`src/rtl/dma_wr_pkg.sv`:
```
package dma_wr_pkg;
    localparam int NCH  = 8;
    localparam int CH_W = 3;

    typedef struct packed {
        logic            abort_bit;
        logic            en;
        logic            strobe_mode;
        logic [1:0]      rsv;
        logic [CH_W-1:0] ch;
    } cfg_t;

    typedef enum logic [1:0] {ST_IDLE, ST_REQ, ST_DRAIN} st_t;

    function automatic cfg_t cfg_clean(logic [7:0] w);
        cfg_t c;
        c     = cfg_t'(w);
        c.rsv = 2'b00;
        return c;
    endfunction

    function automatic logic is_fall(logic prev, logic cur);
        return prev & ~cur;
    endfunction
endpackage

```
`src/rtl/dma_wr_cfg.sv`:
```
module dma_wr_cfg
    import dma_wr_pkg::*;
(
    input  logic       clk,
    input  logic       rst,
    input  logic       we,
    input  logic [7:0] wdata,
    output cfg_t       cfg,
    output logic       abort
);
    // Abort only on a 0-to-1 change of the stored trigger bit
    assign abort = we & wdata[7] & ~cfg.abort_bit;

    always_ff @(posedge clk) begin
        if (rst)     cfg <= '0;
        else if (we) cfg <= cfg_clean(wdata);
    end
endmodule

```
`src/rtl/dma_wr_strobe.sv`:
```
module dma_wr_strobe
    import dma_wr_pkg::*;
#(
    parameter int DW = 8
) (
    input  logic          clk,
    input  logic          rst,
    input  logic          strobe_mode,
    input  logic          wr_n,
    input  logic          rd_n,
    input  logic          ack_n,
    input  logic [DW-1:0] data,
    output logic          ev,
    output logic [DW-1:0] ev_data,
    output logic          ack_lo
);
    // [0] first sync stage, [1] synced value, [2] previous synced value
    logic [2:0]    w_s, r_s;
    logic [1:0]    a_s;
    logic [DW-1:0] d1, d2;

    always_ff @(posedge clk) begin
        if (rst) begin
            w_s <= '1;
            r_s <= '1;
            a_s <= '1;
            d1  <= '0;
            d2  <= '0;
        end else begin
            w_s <= {w_s[1:0], wr_n};
            r_s <= {r_s[1:0], rd_n};
            a_s <= {a_s[0], ack_n};
            d1  <= data;
            d2  <= d1;
        end
    end

    assign ev      = strobe_mode ? is_fall(w_s[2], w_s[1])
                                 : (is_fall(r_s[2], r_s[1]) & ~w_s[1]);
    assign ev_data = d2;
    assign ack_lo  = ~a_s[1];
endmodule

```
`src/rtl/dma_wr_fsm.sv`:
```
module dma_wr_fsm
    import dma_wr_pkg::*;
#(
    parameter int CNT_W = 8,
    parameter int DW    = 8
) (
    input  logic             clk,
    input  logic             rst,
    input  logic             abort,
    input  logic             en,
    input  logic             room,
    input  logic [CH_W-1:0]  sel,
    input  logic [CNT_W-1:0] len_eff,
    input  logic             ev,
    input  logic [DW-1:0]    ev_data,
    input  logic             ack_lo,
    output logic             req_n,
    output logic [NCH-1:0]   buf_wr,
    output logic [DW-1:0]    buf_wdata,
    output logic [CNT_W-1:0] cnt
);
    st_t              st;
    logic [CH_W-1:0]  act_ch;
    logic [CNT_W-1:0] len_q;
    logic [CNT_W-1:0] cnt_nxt;

    assign cnt_nxt = cnt + 1'b1;
    assign req_n   = (st != ST_REQ);

    always_ff @(posedge clk) begin
        if (rst || abort) begin
            st        <= ST_IDLE;
            cnt       <= '0;
            act_ch    <= '0;
            len_q     <= '0;
            buf_wr    <= '0;
            buf_wdata <= '0;
        end else begin
            buf_wr <= '0;
            unique case (st)
                ST_IDLE: if (en && room) begin
                    st     <= ST_REQ;
                    act_ch <= sel;
                    len_q  <= len_eff;
                    cnt    <= '0;
                end
                ST_REQ: if (ev && ack_lo) begin
                    buf_wr[act_ch] <= 1'b1;
                    buf_wdata      <= ev_data;
                    cnt            <= cnt_nxt;
                    if (cnt_nxt == len_q) st <= ST_DRAIN;
                end
                ST_DRAIN: if (!ack_lo) st <= ST_IDLE;
                default: st <= ST_IDLE;
            endcase
        end
    end
endmodule

```
`src/rtl/dma_wr_ctrl.sv`:
```
module dma_wr_ctrl
    import dma_wr_pkg::*;
#(
    parameter int CNT_W = 8,
    parameter int DW    = 8
) (
    input  logic               clk,
    input  logic               rst,
    input  logic               cfg_we,
    input  logic [7:0]         cfg_wdata,
    output logic [7:0]         cfg_rdata,
    input  logic [CNT_W-1:0]   msg_len,
    input  logic [NCH*CNT_W-1:0] buf_free,
    output logic               dma_req_n,
    input  logic               dma_ack_n,
    input  logic               bus_wr_n,
    input  logic               bus_rd_n,
    input  logic [DW-1:0]      bus_data,
    output logic [NCH-1:0]     buf_wr,
    output logic [DW-1:0]      buf_wdata,
    output logic [CNT_W-1:0]   xfer_count
);
    localparam logic [CNT_W-1:0] ONE = CNT_W'(1);

    cfg_t             cfg;
    logic             abort;
    logic             ev, ack_lo, room;
    logic [DW-1:0]    ev_data;
    logic [CNT_W-1:0] len_eff;
    logic [CNT_W-1:0] free_a [NCH];

    for (genvar g = 0; g < NCH; g++) begin : g_free
        assign free_a[g] = buf_free[g*CNT_W +: CNT_W];
    end

    assign len_eff   = (msg_len == '0) ? ONE : msg_len;
    assign room      = (free_a[cfg.ch] >= len_eff);
    assign cfg_rdata = cfg;

    dma_wr_cfg u_cfg (
        .clk   (clk),
        .rst   (rst),
        .we    (cfg_we),
        .wdata (cfg_wdata),
        .cfg   (cfg),
        .abort (abort)
    );

    dma_wr_strobe #(.DW(DW)) u_strobe (
        .clk         (clk),
        .rst         (rst),
        .strobe_mode (cfg.strobe_mode),
        .wr_n        (bus_wr_n),
        .rd_n        (bus_rd_n),
        .ack_n       (dma_ack_n),
        .data        (bus_data),
        .ev          (ev),
        .ev_data     (ev_data),
        .ack_lo      (ack_lo)
    );

    dma_wr_fsm #(.CNT_W(CNT_W), .DW(DW)) u_fsm (
        .clk       (clk),
        .rst       (rst),
        .abort     (abort),
        .en        (cfg.en),
        .room      (room),
        .sel       (cfg.ch),
        .len_eff   (len_eff),
        .ev        (ev),
        .ev_data   (ev_data),
        .ack_lo    (ack_lo),
        .req_n     (dma_req_n),
        .buf_wr    (buf_wr),
        .buf_wdata (buf_wdata),
        .cnt       (xfer_count)
    );
endmodule

```
`config.mk`:
```
export PLATFORM = sky130hd
export DESIGN_NAME = dma_wr_ctrl
export DESIGN_NICKNAME = d
export VERILOG_FILES = /design/src/rtl/dma_wr_pkg.sv /design/src/rtl/dma_wr_cfg.sv /design/src/rtl/dma_wr_strobe.sv /design/src/rtl/dma_wr_fsm.sv /design/src/rtl/dma_wr_ctrl.sv
export SDC_FILE = /design/constraint.sdc
export NUM_CORES = 1
export LEC_CHECK = 0
export BUFFER_PORTS_ARGS = -buffer_cell sky130_fd_sc_hd__buf_2
export CAP_MARGIN = 20
export CORE_MARGIN = 3
export CORE_UTILIZATION = 45
export CTS_CLUSTER_SIZE = 16
export DETAILED_ROUTE_END_ITERATION = 10
export GPL_TIMING_DRIVEN = 1
export PLACE_DENSITY = 0.8
export SLEW_MARGIN = 20
export SYNTH_ARGS = -nofsm -noshare
export SYNTH_HDL_FRONTEND = slang
export SYNTH_SLANG_ARGS = --single-unit
```
`constraint.sdc`:
```
create_clock -name clk -period 4.27 [get_ports clk]
set_input_delay 0.2135 -clock clk [delete_from_list [all_inputs] [get_ports clk]]
set_output_delay 0.2135 -clock clk [all_outputs]
set_load 0.05 [all_outputs]
```
### Word level (Yosys, flattened, before mapping)

Cells that the tools add are included.

| cells by class | value |
|---|---|
| bitwise logic cells | 12 |
| muxes and demuxes | 15 |
| equal/unequal tests | 8 |
| reduce and logical (&&, ||, !) cells | 12 |
| $lt $le $gt $ge | 4 |
| add/subtract/negate cells | 1 |

Operator list:

| kind | number |
|---|---|
| two-way mux 8 bit | 5 |
| binary-select mux 8 bit (select 3 bit) | 1 |
| case mux 8 bit (2 select lines) | 1 |
| adder 8 x 1 -> 8 bit (second input constant) | 1 |
| == test 8 bit | 1 |
| >= comparator 8 bit | 1 |
| logical NOT 8 bit | 1 |
| two-way mux 2 bit | 4 |
| inequality test 2 x 1 -> 1 bit (second input constant) | 4 |
| inverter 1 bit | 6 |
| case mux 2 bit (3 select lines) | 1 |
| bitwise AND 1 bit | 5 |
| >= comparator 4 bit (second input constant) | 1 |
| < comparator 3 x 4 -> 1 bit (second input constant) | 1 |
| inverter 3 -> 4 bit | 1 |
| AND reduction 2 bit | 2 |
| AND reduction 4 bit | 1 |
| demux 1 bit (select 3 bit) | 1 |
| >= comparator 3 x 1 -> 1 bit (second input constant) | 1 |
| logical AND 1 bit | 3 |
| AND reduction 3 bit | 1 |
| OR reduction 3 bit | 1 |
| == test 2 x 1 -> 1 bit (second input constant) | 1 |
| == test 2 bit (second input constant) | 1 |
| other kinds (5) | 6 |

| word-level totals | value |
|---|---|
| input port bits | 94 |
| output and inout port bits | 33 |
| logic and storage cells | 67 |
| register bits after elaboration | 67 |

### Logic depth before layout (Yosys ltp)

| logic depth | value |
|---|---|
| depth after elaboration | 8 |
| gate-level depth with buffers | 11 |
| depth with buffers taken out | 8 |

### Hierarchy

A second synthesis with hierarchy kept.

| second synthesis, totals | value |
|---|---|
| cell total of the unflattened synthesis | 342 |
| area, all modules | 3389.5 µm² |

Modules (own cells, without submodules):

| module | times used | cells each | area each (µm²) | seq. area each (µm²) |
|---|---|---|---|---|
| dma_wr_fsm | 1 | 203 | 1704.1 | 740.7 |
| dma_wr_ctrl | 1 | 62 | 782.0 | 0.0 |
| dma_wr_strobe | 1 | 54 | 660.6 | 480.5 |
| dma_wr_cfg | 1 | 23 | 242.7 | 120.1 |

### Worst setup path before layout

OpenSTA, ideal clock, no wires.

| path | value |
|---|---|
| kind | flip-flop to flip-flop |
| from | register u_cfg.cfg[0] (netlist name) |
| to | register u_fsm.st[0] |
| required time | 4.154 ns |
| path buffers | 3 |
| setup slack | 0.699 ns |
| stages on the path, launching flop included | 12 |
| arrival | 3.455 ns |
| setup time | 0.116 ns |
| period minus slack after synthesis | 3.571 ns |
| cell sequence | dfxtp_1 -> buf_2 -> buf_2 -> mux4_2 -> mux2i_1 -> ha_1 -> nand2b_1 -> a2111o_1 -> a311oi_2 -> buf_2 -> o21ai_0 -> o211a_1 |

| on the way | value |
|---|---|
| cells in the longest elaborated chain, start to end | 8 |

RTL lines:

| item | RTL line | text |
|---|---|---|
| inverter 3 -> 4 bit (implied by the code) | dma_wr_ctrl.sv:37 | `assign room = (free_a[cfg.ch] >= len_eff);` |
| binary-select mux 8 bit (select 3 bit) | dma_wr_ctrl.sv:37 |  |
| two-way mux 8 bit (implied by the code) (2 in series) | dma_wr_ctrl.sv:37 |  |
| >= comparator 8 bit | dma_wr_ctrl.sv:37 |  |
| logical AND 1 bit | dma_wr_fsm.sv:41 | `ST_IDLE: if (en && room) begin` |
| inequality test 2 x 1 -> 1 bit (no line) | -- |  |
| AND reduction 4 bit (no line) | -- |  |
| end signal, assigned | dma_wr_fsm.sv:42 | `st <= ST_REQ;` |
| end signal, assigned | dma_wr_fsm.sv:51 | `if (cnt_nxt == len_q) st <= ST_DRAIN;` |
| end signal, assigned | dma_wr_fsm.sv:53 | `ST_DRAIN: if (!ack_lo) st <= ST_IDLE;` |
| end, declared | dma_wr_fsm.sv:22 | `st_t st;` |

Every way passes these cells. The select of a mux whose other input is x is not followed.
A chain may end at the register's enable or synchronous reset.

### Worst setup path after layout

| path | value |
|---|---|
| from | register u_cfg.cfg[1] (netlist name) |
| to | register u_fsm.st[0] |

| on the way | value |
|---|---|
| cells in the longest elaborated chain, start to end | 8 |

RTL lines:

| item | RTL line |
|---|---|
| inverter 3 -> 4 bit (implied by the code) | dma_wr_ctrl.sv:37 |
| binary-select mux 8 bit (select 3 bit) | dma_wr_ctrl.sv:37 |
| two-way mux 8 bit (implied by the code) (2 in series) | dma_wr_ctrl.sv:37 |
| >= comparator 8 bit | dma_wr_ctrl.sv:37 |
| logical AND 1 bit | dma_wr_fsm.sv:41 |
| inequality test 2 x 1 -> 1 bit (no line) | -- |
| AND reduction 4 bit (no line) | -- |

Every way passes these cells. The select of a mux whose other input is x is not followed.

==> run metrics <==
WL final=7.94 mm; Post-synth ARST share=0%; CTS tree=done; sequential area share after synthesis=40.8%; crit path capture type=register; Final Net Count=552; buffers added on ports=122; main area contributors after synthesis=dfxtp_1 (41%), mux4_2 (11%), a21oi_1 (4.4%); R2R depth=9; PwrDens=340 nW/um2; max incr delay on CP=850 ps; WL per Instance=14.4 um; Slew @ Worst Pin=809 ps; Crit Path Max Fanout=21; CTS Hold Bufs=0; clk root buf=clkbuf_8; diode count=0; die area=8370 um2; Rel. slew slack=46.0%; PnR worst setup slack=998 ps; share of the synthesized area in the top cell type=40.8%; post-synthesis register bit count=67; Worst Path Class, Setup=register to register; Tot GR Track Use=19.9%; Via density=5.16; Ys Warns=0; commonest non-fill, non-tap cells in the layout=buf_2 (122), dfxtp_1 (67), a21oi_1 (29), o21ai_0 (21), nand2_1 (20); core footprint=6940 um2; fillers=635; deepest clock path buffer count=2; vias in the first global route=2897; dpl ws=1000 ps; Num Clock Sinks=67; clk slew on worst S/H paths=80 ps; share of post-route cells with drive strength above 1=40.3%; GR Overflow Total=0; largest net degree at the start of global routing=32; RSZ-0062 raised after global routing=no; Via Count=2839; WP data required=4510 ps; Slew Limit Fails=0; worst hold path class=input port to register; P_int=1040 uW; total negative setup slack=0 ps; clock share of power=38.3%; initial antenna violation count=0; DRC viols=0; commonest non-fill, non-tap cell in the layout=buf_2; DIE WIDTH=91.5 um; CTS resizes=0; storage element area=1340 um2; Leak Pwr=0.00179 uW; Crit path max-delay family=compound AO/OA/AOI/OAI gates; Startpoint Class=register; setup bufs post-CTS=0; Max H-tree Level=3; Placer Congestion=0.906; final worst path period share=76.6%; first-pass GRT wire length=13.4 mm; hold violation count in the final report=0; library cells used by synthesis=48; WP buf/inv=1; Switching Share=26.2%; fmax=0.306 GHz; Starting Density=47.3%; area leader, netlist=dfxtp_1; DP HPWL=6.16 mm; number of synthesized flops with an enable pin=0; crit path time final=3270 ps; Max Cap Violations=0; status=finished, final reports clean; DIE HEIGHT=91.5 um; Hold Path Depth=2; Worst EP arrival=3510 ps; Cell Area, Synth=3290 um2; Avg Synthesized Cell Area=9.70 um2; Slowest cell on crit path=dfxtp_1; FP Rows=30; Comb pwr share=15.2%; Synth Instances=339; DRT iter0 DRCs=185; Syn-to-layout area delta=25.5%; CTS buffer count=9; crit-path cells=mux4_2 > mux2i_1 > ha_1 > nand2b_1 > a2111o_1 > a311oi_2 > buf_4 > o211ai_1 > o211a_1; VDD IR max=0.215 mV; Top Ports=127; multi-input combinational cell area=1780 um2; main flop type after synthesis=dfxtp_1; clk_skew=9.59 ps; Reg power frac=46.6%; final setup vio count=0; DRT antenna net count=0; drt pass-1 iters=4; switching power total=368 uW; Crit path depth=9; worst skew pair latency=340 ps
metal layers:
layer / track usage, % / share of wire [%]
met1: 22.4 / 40
met5: 0 / 0
met3: 6.55 / 5.5
met4: 6.03 / 1.4
met2: 35.3 / 53
final cells by class:
cell class                 count  area share, %
clock buffer                  10           3.34
clock inverter                 6           1.76
inverter                      11           1.00
multi-input combinational    235           43.1
sequential                    67           32.5
tap                           96           2.91
timing repair buffer         125           15.3
power by group through the flow:
stage	Combinational (uW)	Sequential (uW)	Clock [uW]
global placement	205	667	0
detailed placement	213	668	0
CTS	214	653	552
finish	213	653	537
global route	235	656	582
floorplan	143	668	0
logic make-up after synthesis:
group / after synthesis / synth area share (%)
muxes: 30 / 15.5
DFF: 67 / 40.8
adders and majority gates: 9 / 3.43
AOI/OAI and AO/OA: 76 / 14.3
buffers and inverters: 38 / 5.18
and+or+nand+nor: 109 / 18.3
xor gates and xnor gates: 9 / 2.40
other: 1 / 0.114
flip-flops by register name (all words and copies together) (netlist names):
name and cells:
u_strobe.ev_data 8, u_fsm.buf_wdata 8, u_fsm.buf_wr 8, u_strobe.w_s 3
u_strobe.a_s 2, u_fsm.st 2, u_fsm.cnt 8, u_fsm.act_ch 3
u_cfg.cfg 6, u_strobe.r_s 3, u_fsm.len_q 8, u_strobe.d1 8
Yosys cell counts (2+ instances only):
master	n
inv_1	10
nor4_1	2
nor2_1	14
and2_1	4
xnor2_1	5
o211a_1	2
nand4_1	3
nand3_1	14
a2111o_1	2
nand2_1	20
dfxtp_1	67
ha_1	9
a31oi_1	2
mux4_2	16
or2_2	9
nor3_1	7
buf_1	2
a21oi_1	29
mux2i_1	7
clkbuf_1	16
and3_1	3
a21o_1	3
o21ai_0	21
mux2_2	7
buf_2	4
o211ai_1	10
nand2b_1	6
xor2_1	4
nor2b_1	19
buf_4	4
through the flow:
| stage | hold WS [ps] | std cells | area (um2) | utilization [%] | power [uW] |
|---|---|---|---|---|---|
| after floorplan | 317 | 340 | 3290 | - | 812 |
| after global placement | 392 | 534 | 3920 | 56.4 | 872 |
| after detailed placement | 392 | 534 | 3920 | 56.4 | 881 |
| after CTS | 32.9 | 550 | 4130 | 59.4 | 1420 |
| after global routing | 35.6 | 550 | 4130 | 59.4 | 1470 |
| final | 52.8 | 550 | 4130 | 59.4 | 1400 |
worst reg2reg max path: cells and delay by family (launching register included):
family                     cells  cell delay [ps]
muxes                          2              580
DFF                            1              850
AOI/OAI and AO/OA              4             1080
buffers and inverters          1              270
and+or+nand+nor                1              140
adders and majority gates      1              240
worst paths after layout:
kind	start	end	slack, ps
max reg2reg	u_cfg.cfg[1]$_SDFFE_PP0P_	u_fsm.st[0]$_SDFFE_PP0P_	1000
min	bus_rd_n	u_strobe.r_s[0]$_SDFF_PP1_	50
min reg2reg	u_strobe.w_s[0]$_SDFF_PP1_	u_strobe.w_s[1]$_SDFF_PP1_	410
max	u_cfg.cfg[1]$_SDFFE_PP0P_	u_fsm.st[0]$_SDFFE_PP0P_	1000
Note: power is estimated with default switching activity, not from simulation.
